File: src/rtl/quad_pkg.sv
// Shared types for the quadrature axis counter.
// Assumes: nothing beyond IEEE 1800-2017 packages.
package quad_pkg;

    // Result of decoding one sampled phase transition
    typedef enum logic [1:0] {
        STEP_NONE = 2'd0,
        STEP_UP   = 2'd1,
        STEP_DOWN = 2'd2,
        STEP_BAD  = 2'd3
    } step_t;

endpackage

File: src/rtl/quad_sync.sv
// Multi-stage synchroniser for a bundle of asynchronous single-bit inputs.
// Assumes: each bit is treated on its own; bits that change together may
// land in different cycles, which the downstream decoder tolerates.
module quad_sync #(
    parameter int WIDTH  = 2,
    parameter int STAGES = 2
) (
    input  logic             clk,
    input  logic             rst_n,
    input  logic [WIDTH-1:0] din,
    output logic [WIDTH-1:0] dout
);

    logic [WIDTH-1:0] stage_q [STAGES];

    genvar s;
    generate
        for (s = 0; s < STAGES; s++) begin : g_stage
            if (s == 0) begin : g_first
                // First stage captures the raw asynchronous inputs
                always_ff @(posedge clk) begin
                    if (!rst_n) stage_q[s] <= '0;
                    else        stage_q[s] <= din;
                end
            end else begin : g_next
                // Later stages retime the previous stage
                always_ff @(posedge clk) begin
                    if (!rst_n) stage_q[s] <= '0;
                    else        stage_q[s] <= stage_q[s-1];
                end
            end
        end
    endgenerate

    assign dout = stage_q[STAGES-1];

endmodule

File: src/rtl/quad_decode.sv
// Transition decoder: keeps the previous sampled {A,B} state and classifies
// the move to the current state as up, down, none or illegal (both changed).
// Assumes: cur is already synchronous to clk; up order is 00,10,11,01.
module quad_decode
    import quad_pkg::*;
(
    input  logic        clk,
    input  logic        rst_n,
    input  logic [1:0]  cur,
    output step_t       step
);

    logic [1:0] prev_q;

    // Remember last cycle's sampled phase state
    always_ff @(posedge clk) begin
        if (!rst_n) prev_q <= 2'b00;
        else        prev_q <= cur;
    end

    // Classify the transition prev_q -> cur
    always_comb begin
        case ({prev_q, cur})
            4'b00_10, 4'b10_11, 4'b11_01, 4'b01_00: step = STEP_UP;
            4'b00_01, 4'b01_11, 4'b11_10, 4'b10_00: step = STEP_DOWN;
            4'b00_11, 4'b11_00, 4'b10_01, 4'b01_10: step = STEP_BAD;
            default:                                step = STEP_NONE;
        endcase
    end

endmodule

File: src/rtl/quad_count.sv
// Wrapping up/down position register with clear priority, plus registered
// change strobe and illegal-transition strobe.
// Assumes: clr is synchronous; wrap is plain modulo 2**WIDTH.
module quad_count
    import quad_pkg::*;
#(
    parameter int WIDTH = 12
) (
    input  logic             clk,
    input  logic             rst_n,
    input  logic             clr,
    input  step_t            step,
    output logic [WIDTH-1:0] count,
    output logic             evt,
    output logic             err
);

    localparam logic [WIDTH-1:0] ONE = WIDTH'(1);

    logic [WIDTH-1:0] cnt_q;
    logic [WIDTH-1:0] cnt_nxt;
    logic             evt_q;
    logic             err_q;

    // Next count: step first, clear overrides
    always_comb begin
        cnt_nxt = cnt_q;
        case (step)
            STEP_UP:   cnt_nxt = cnt_q + ONE;
            STEP_DOWN: cnt_nxt = cnt_q - ONE;
            default:   cnt_nxt = cnt_q;
        endcase
        if (clr) cnt_nxt = '0;
    end

    // Register count and both strobes
    always_ff @(posedge clk) begin
        if (!rst_n) begin
            cnt_q <= '0;
            evt_q <= 1'b0;
            err_q <= 1'b0;
        end else begin
            cnt_q <= cnt_nxt;
            evt_q <= (cnt_nxt != cnt_q);
            err_q <= (step == STEP_BAD);
        end
    end

    assign count = cnt_q;
    assign evt   = evt_q;
    assign err   = err_q;

endmodule

File: src/rtl/quad_axis_counter.sv
// One encoder axis: synchronise A/B, decode each sampled transition, and
// drive a wrapping x4 up/down count with change and error strobes.
// Assumes: phase pulses last longer than SYNC_STAGES+1 clock periods.
module quad_axis_counter #(
    parameter int WIDTH       = 12,
    parameter int SYNC_STAGES = 2
) (
    input  logic             clk,
    input  logic             rst_n,
    input  logic             cnt_clr,
    input  logic             phase_a,
    input  logic             phase_b,
    output logic [WIDTH-1:0] count,
    output logic             count_evt,
    output logic             seq_err
);

    logic [1:0]      ab_sync;
    quad_pkg::step_t step;

    quad_sync #(.WIDTH(2), .STAGES(SYNC_STAGES)) u_sync (
        .clk   (clk),
        .rst_n (rst_n),
        .din   ({phase_a, phase_b}),
        .dout  (ab_sync)
    );

    quad_decode u_dec (
        .clk   (clk),
        .rst_n (rst_n),
        .cur   (ab_sync),
        .step  (step)
    );

    quad_count #(.WIDTH(WIDTH)) u_cnt (
        .clk   (clk),
        .rst_n (rst_n),
        .clr   (cnt_clr),
        .step  (step),
        .count (count),
        .evt   (count_evt),
        .err   (seq_err)
    );

endmodule

File: config.mk
export PLATFORM = sky130hd
export DESIGN_NAME = quad_axis_counter
export DESIGN_NICKNAME = d
export VERILOG_FILES = /design/src/rtl/quad_pkg.sv /design/src/rtl/quad_sync.sv /design/src/rtl/quad_decode.sv /design/src/rtl/quad_count.sv /design/src/rtl/quad_axis_counter.sv
export SDC_FILE = /design/constraint.sdc
export NUM_CORES = 1
export LEC_CHECK = 0
export ABC_AREA = 1
export ABC_CLOCK_PERIOD_IN_PS = 3370
export CORE_MARGIN = 5
export CORE_UTILIZATION = 56
export CTS_CLUSTER_SIZE = 24
export DETAILED_ROUTE_END_ITERATION = 10
export PLACE_DENSITY = 0.79
export REMOVE_ABC_BUFFERS = 1
export SLEW_MARGIN = 10
export SYNTH_ARGS = -nofsm -noshare
export SYNTH_HDL_FRONTEND = slang
export SYNTH_SLANG_ARGS = --single-unit
File: constraint.sdc
create_clock -name clk -period 3.37 [get_ports clk]
set_input_delay 0.337 -clock clk [delete_from_list [all_inputs] [get_ports clk]]
set_output_delay 0.337 -clock clk [all_outputs]
set_load 0.02 [all_outputs]
==> run metrics, run 1 <==
clk slew on worst S/H paths=140 ps; Netlist cell types=26; R2R Setup Slk=460 ps; cell taking the most area after synthesis=dfxtp_1; CP most frequent cell=nand2_1; post-detail-place hpwl=3.30 mm; Net Sw Frac=36.7%; Synth-to-Final Area Change=15.4%; layout net count=336; worst vdd ir=0.239 mV; Die H=approximately 65 µm; Post-synth EDFFs=0; Slew headroom=approximately 65%; Overall Power=0.745 mW; Crit path required time=3590 ps; Comb power frac=between 30 and 40%; Finished Cell Area=0.00196 mm²; crit-path cells=inv_1 -> nor2_1 -> inv_1 -> a22oi_1 -> ha_4 -> inv_2 -> nand2_1 -> nand2_1 -> inv_2 -> ha_1 -> inv_1 -> nand2_1 -> nand3_1 -> nand2_1 -> nand2_1 -> nand3_1 -> nand2_1 -> nand2_1 -> nand2_1 -> nor2_1 -> nand3_1 -> nor2_1 -> a21oi_1; fraction of layout cells with a size suffix above 1=7.36%; Via density=5.22; routed via count=1875; post-route clock period utilization=a little under nine tenths; DR pass1 iterations=5; Synth warnings=0; CTS tree=done; run status=complete, no violations; ant diodes=0; Clock Latency Late Sink=330 ps; postcts setup bufs=0; Max Cap Viol=0; Min-Delay Path Class=flop to flop; crit start category=flop; post-synthesis area per instance=5.51 µm²; Placer Congestion=~1; fin. max-slew vios=0; largest net degree at the start of global routing=15; FF-to-FF Start=u_dec.prev_q[0]; cell area power density=roughly 380 mW/mm²; sequential fraction of the synthesis area=between 20% and 30%; crit-path max FO=10; slowest CP cell=dfxtp_1; Die Wd=65.1 µm; Worst path max stage delay=~390 ps; H-tree Lvls=1; CP arrival=around 3100 ps; Root Buffer=clkbuf_4; first-pass GRT wire length=7.74 mm; clock buffer depth=2; synthesized flop and latch total=20; Sequential Power Share=a little over a third; Boundary Pins=19; Final Setup Violations=0; die area=roughly 0.0042 mm²; Syn Inst Count=309; fmax=344 MHz; minimum clock period=2910 ps; hold path endpoint=u_sync.stage_q[1][1]; IO Port Bufs=18; DRT iter0 DRCs=approximately 180; WS Path Type=flop to flop; CTS Buf Count=3; TNS Setup=0 ps; GRT Residual Overflow=0; asr flop ratio synth=0%; hold path start=u_sync.stage_q[0][1]; final design utilization=between 60% and 70%; Hold Buf Count CTS=0; cts repair resizes=0; Area contributors post-synth=dfxtp_1 (24%), nand2_1 (23%), inv_1 (10%); Synth Flop Type=dfxtp_1; top-area cell type share of the netlist area=between 20% and 30%; sw power=between 0.2 and 0.3 mW; Cell Rows=20; initial antenna violation count=0; Setup Skew=~18 ps; Clk pwr share=27.6%; drc violations=0; RSZ-0062 raised after global routing=no; Tot GR Track Use=between 20% and 30%; synthesized area=0.00170 mm²; routed len/inst=12.0 µm; Routed Antenna Nets=0; vias in the first global route=1719; Final Hold Fails=0; P_int=0.472 mW; crit end category=flop; worst reg2reg path depth=23; placed cell area=between 0.0015 and 0.002 mm²; Initial Util=57.1%; RR Endpoint=u_cnt.evt; WL final=approximately 4.3 mm; Slew @ Worst Pin=slightly above 500 ps; hold path depth=2; Worst Hold Slack=417 ps; leak pwr=0.982 nW; Core ar.=0.00298 mm²; CTS Sinks=20
-- critical path: cells and delay by family (launching register included) --
| kind | cells | cell delay [ps] |
|---|---|---|
| compound gates | 2 | 400 |
| fa+ha+maj | 2 | 390 |
| buf+inv | 5 | 330 |
| flops | 1 | 390 |
| simple gates | 14 | 1290 |
-- logic make-up (layout without fill, tap and decap cells) --
| group | count (synthesis) | in the layout | synth area share, % |
|---|---|---|---|
| xor gates and xnor gates | 2 | 2 | 1.03 |
| DFF | 20 | 20 | 23.5 |
| adders and majority gates | 4 | 4 | 2.94 |
| buffers and inverters | 57 | 74 | 13.3 |
| and+or+nand+nor | 199 | 199 | 50.6 |
| AOI/OAI and AO/OA | 27 | 27 | 8.60 |
-- through the flow --
step | worst slack (ps) | instances
6_report | 462 | 359
3_5_place_dp | 359 | 355
4_1_cts | 350 | 359
3_3_place_gp | 407 | 355
5_1_grt | 30.9 | 359
2_1_floorplan | 489 | 302
-- flip-flops by register name, indices dropped and copies added (netlist names) --
name / flops
u_cnt.err: 1
u_sync.stage_q: 4
u_cnt.evt: 1
u_dec.prev_q: 2
u_cnt.count: 12
-- cell usage in the layout (no fill, tap or decap), types with 2 or more instances in the layout --
master,n
nand3_1,35
o21ai_0,4
dfxtp_1,20
inv_1,47
nor2_1,39
inv_2,3
nor2_4,4
a21oi_1,18
buf_4,2
nor2_2,6
clkdlybuf4s50_1,18
clkbuf_4,3
ha_1,3
nand2_2,3
nand4_1,4
nand2_1,106
-- cell type report --
type	count	area (µm²)
clock inverter	1	30.0
timing repair buffer	20	195
multi-input combinational	232	1090
fill	282	1010
tap	33	41.3
clock buffer	3	22.5
inverter	50	188
sequential	20	400
-- synthesized netlist by cell type (3+ instances only) --
master	number
nor2_4	4
nand3_1	35
nand2_2	3
inv_1	47
nor2_1	39
nand2_1	106
ha_1	4
clkbuf_1	4
nand4_1	4
a21oi_1	18
nor2_2	6
inv_2	3
o21ai_0	4
dfxtp_1	20
-- power by group through the flow --
| stage | clock network [mW] | registers, mW | logic [mW] |
|---|---|---|---|
| CTS | 0.210 | 0.269 | 0.265 |
| floorplan | 0 | 0.285 | 0.173 |
| detailed placement | 0 | 0.274 | 0.264 |
| global route | 0.222 | 0.272 | 0.305 |
| finish | 0.206 | 0.269 | 0.270 |
| global placement | 0 | 0.274 | 0.265 |
-- routing by layer --
metal | GRT usage [%] | share of wire [%] | vias to the layer above
met5 | 0 | 0 | -
met4 | 11.1 | 2.6 | 0
met3 | 3.42 | 7.6 | 11
met2 | 35.2 | 42 | 66
met1 | 32.6 | 47 | 811
li1 | - | - | 987
-- worst max-delay path by stage --
stage / to / cells after the start / from
after floorplan: u_cnt.evt / 23 / u_sync.stage_q[1][1]
after global placement: u_cnt.evt / 23 / u_sync.stage_q[1][1]
after detailed placement: u_cnt.evt / 23 / u_sync.stage_q[1][1]
after CTS: u_cnt.evt / 23 / u_dec.prev_q[0]
after global routing: u_cnt.evt / 23 / u_sync.stage_q[1][1]
final: u_cnt.evt / 23 / u_dec.prev_q[0]
Note: power is estimated with default switching activity, not from simulation.
==> run 2: changes to the inputs <==
ABC_CLOCK_PERIOD_IN_PS = 2800   (was 3370)
CTS_CLUSTER_SIZE = not set   (was 24)
clock period = 2.8 ns   (was 3.37 ns; I/O delays follow)
==> run metrics, run 2 (synthesized netlist as in run 1, its figures left out) <==
Max Cap Viol=0 (unchanged); layout net count=355 (+5.7%); placed cell area=0.00199 mm² (+4.7%); run status=complete, no violations; Crit path required time=3000 ps (-590 ps); Cell Rows=20 (unchanged); Final Setup Violations=0 (unchanged); Initial Util=57.1% (unchanged); WL final=5.26 mm (+22%); Comb power frac=41.9% (+5.6 points); most frequent cells in the layout=nand2_1 (85), inv_1 (44), nor2_1 (36); critical path buffer and inverter count=5 (unchanged); Min-Delay Path Class=flop to flop; Synth-to-Final Area Change=33.7%; CP top delay family=simple AND/OR/NAND/NOR gates; DRT iter0 DRCs=154 (-12%); fin. max-slew vios=0 (unchanged); crit end category=flop; Clk pwr share=25.0% (-2.6 points); largest net degree at the start of global routing=15 (unchanged); Via density=5.60 (+7.3%); Die Wd=65.1 µm (unchanged); GRT Residual Overflow=0 (unchanged); CTS Buf Count=3 (unchanged); Die H=65.1 µm (unchanged); routed len/inst=13.9 µm (+16%); Finished Cell Area=0.00228 mm² (+16%); leak pwr=1.11 nW (+13%); minimum clock period=2770 ps (-135 ps); Placer Congestion=0.984 (-1.8%); worst vdd ir=0.301 mV (+26%); P_int=0.614 mW (+30%); WS Path Type=flop to flop; drc violations=0 (unchanged); die area=0.00424 mm² (unchanged); commonest non-fill, non-tap cell in the layout=nand2_1; Slew headroom=66.2% (+0.87 points); crit start category=flop; Root Buffer=clkbuf_4; IO Port Bufs=18 (unchanged); first-pass GRT wire length=7.73 mm (-0.17%); fraction of layout cells with a size suffix above 1=24.9% (+18 points); Sequential Power Share=33.1% (-3.0 points); post-detail-place hpwl=3.49 mm (+5.6%); CP arrival=2970 ps (-150 ps); post-route clock period utilization=99.0% (+13 points); cell area power density=432 mW/mm² (+14%); initial antenna violation count=0 (unchanged); hold path endpoint=u_sync.stage_q[1][1]; max reg flops=12 (unchanged); fmax=361 MHz (+4.9%); Worst path max stage delay=380 ps (about the same); CTS tree=done; Boundary Pins=19 (unchanged); sw power=0.370 mW (+35%); hold path start=u_sync.stage_q[0][1]; R2R Setup Slk=30 ps (-430 ps); slowest CP cell=dfxtp_2; routed via count=2118 (+13%); Final Hold Fails=0 (unchanged); FF-to-FF Start=u_dec.prev_q[0]; Tot GR Track Use=23.5% (+0.097 points); DR pass1 iterations=6 (+1); clk slew on worst S/H paths=130 ps (about the same); clock buffer depth=2 (unchanged); Setup Skew=5.90 ps (-12.4 ps); crit-path max FO=14 (+4); Net Sw Frac=37.6% (+0.91 points); Fillers=235 (-17%); H-tree Lvls=1 (unchanged); Slew @ Worst Pin=506 ps (-12.0 ps); Clock Latency Late Sink=310 ps (-20 ps); CP most frequent cell=nand2_1; crit-path cells=inv_2 -> nor2_1 -> inv_1 -> a32oi_2 -> inv_2 -> ha_4 -> buf_6 -> nand2_2 -> inv_1 -> nor2_4 -> nand2_2 -> nor2_1 -> nand3_1 -> nand3_1 -> nand2_1 -> nand3_1 -> nand2_1 -> nand2_1 -> nand2_1 -> nor2_1 -> a21oi_1; CTS Sinks=20 (unchanged); worst reg2reg path depth=21 (-8.7%); TNS Setup=0 ps (unchanged); Core ar.=0.00298 mm² (unchanged); RR Endpoint=u_cnt.evt; hold path depth=2 (unchanged); worst setup path startpoint=u_dec.prev_q[0]; Routed Antenna Nets=0 (unchanged); vias in the first global route=1778 (+3.4%); ant diodes=0 (unchanged)
run 2: cell types whose count changed in the layout (fill, tap and decap cells not counted), moves of 3 or more:
cell     delta
nand3_1     -8
buf_4      +17
inv_2       +3
inv_1       -3
nand2_1    -21
nand2_2    +20
nor2_1      -3
nor2_4      +4
nand3_2     +8
run 2: layer usage:
metal / GRT usage (%) / wire length (µm)
met2: 37.5 / 2380
met1: 31.6 / 2100
met4: 7.77 / 177
met3: 4.62 / 609
met5: 0 / 0
run 2: final cells by class:
type / instances / area [µm²] / share of cell area, %
timing repair buffer: 39 / 345 / 15.2
inverter: 50 / 188 / 8.25
multi-input combinational: 232 / 1250 / 54.8
tap: 33 / 41.3 / 1.81
clock inverter: 1 / 30.0 / 1.32
clock buffer: 3 / 22.5 / 0.990
sequential: 20 / 403 / 17.7
run 2: worst max-delay path by stage:
stage	endpoint	depth (start not counted)
final	u_cnt.evt	21
after global routing	u_cnt.evt	22
after CTS	u_cnt.evt	21
after detailed placement	u_cnt.evt	21
after global placement	u_cnt.evt	21
after floorplan	u_cnt.evt	23
run 2: what timing repair did:
action | CTS | global route
hold endpoints to repair | 0 | 0
resized for setup | 3 | 51
pin swaps | 0 | 20
setup buffers | 0 | 7
endpoints found under the setup margin | 1 | 1
hold buffers | 0 | 0
run 2: tightest hold or removal path: cells and delay by family (launching register included):
| family | cells | cell delay [ps] |
|---|---|---|
| flip-flops | 1 | 320 |
| AND/OR/NAND/NOR | 1 | 50 |
| buffers and inverters | 1 | 30 |
run 2: through the flow:
step | worst slack [ps] | hold slack (ps) | util (%) | instances | power, mW
after global placement | 92.1 | 389 | 66.8 | 367 | 0.670
after global routing | -163 | 456 | 76.4 | 378 | 1.04
after floorplan | -81.2 | 373 | - | 302 | 0.551
after detailed placement | -14.7 | 397 | 66.8 | 367 | 0.674
after CTS | 29.2 | 419 | 69.0 | 371 | 0.925
final | 26.7 | 412 | 76.4 | 378 | 0.984
run 2: power by group through the flow:
stage / clock network [mW] / registers (mW) / logic (mW)
5_1_grt: 0.264 / 0.328 / 0.451
4_1_cts: 0.251 / 0.323 / 0.350
6_report: 0.246 / 0.325 / 0.413
3_5_place_dp: 0 / 0.329 / 0.345
3_3_place_gp: 0 / 0.330 / 0.340
2_1_floorplan: 0 / 0.343 / 0.208
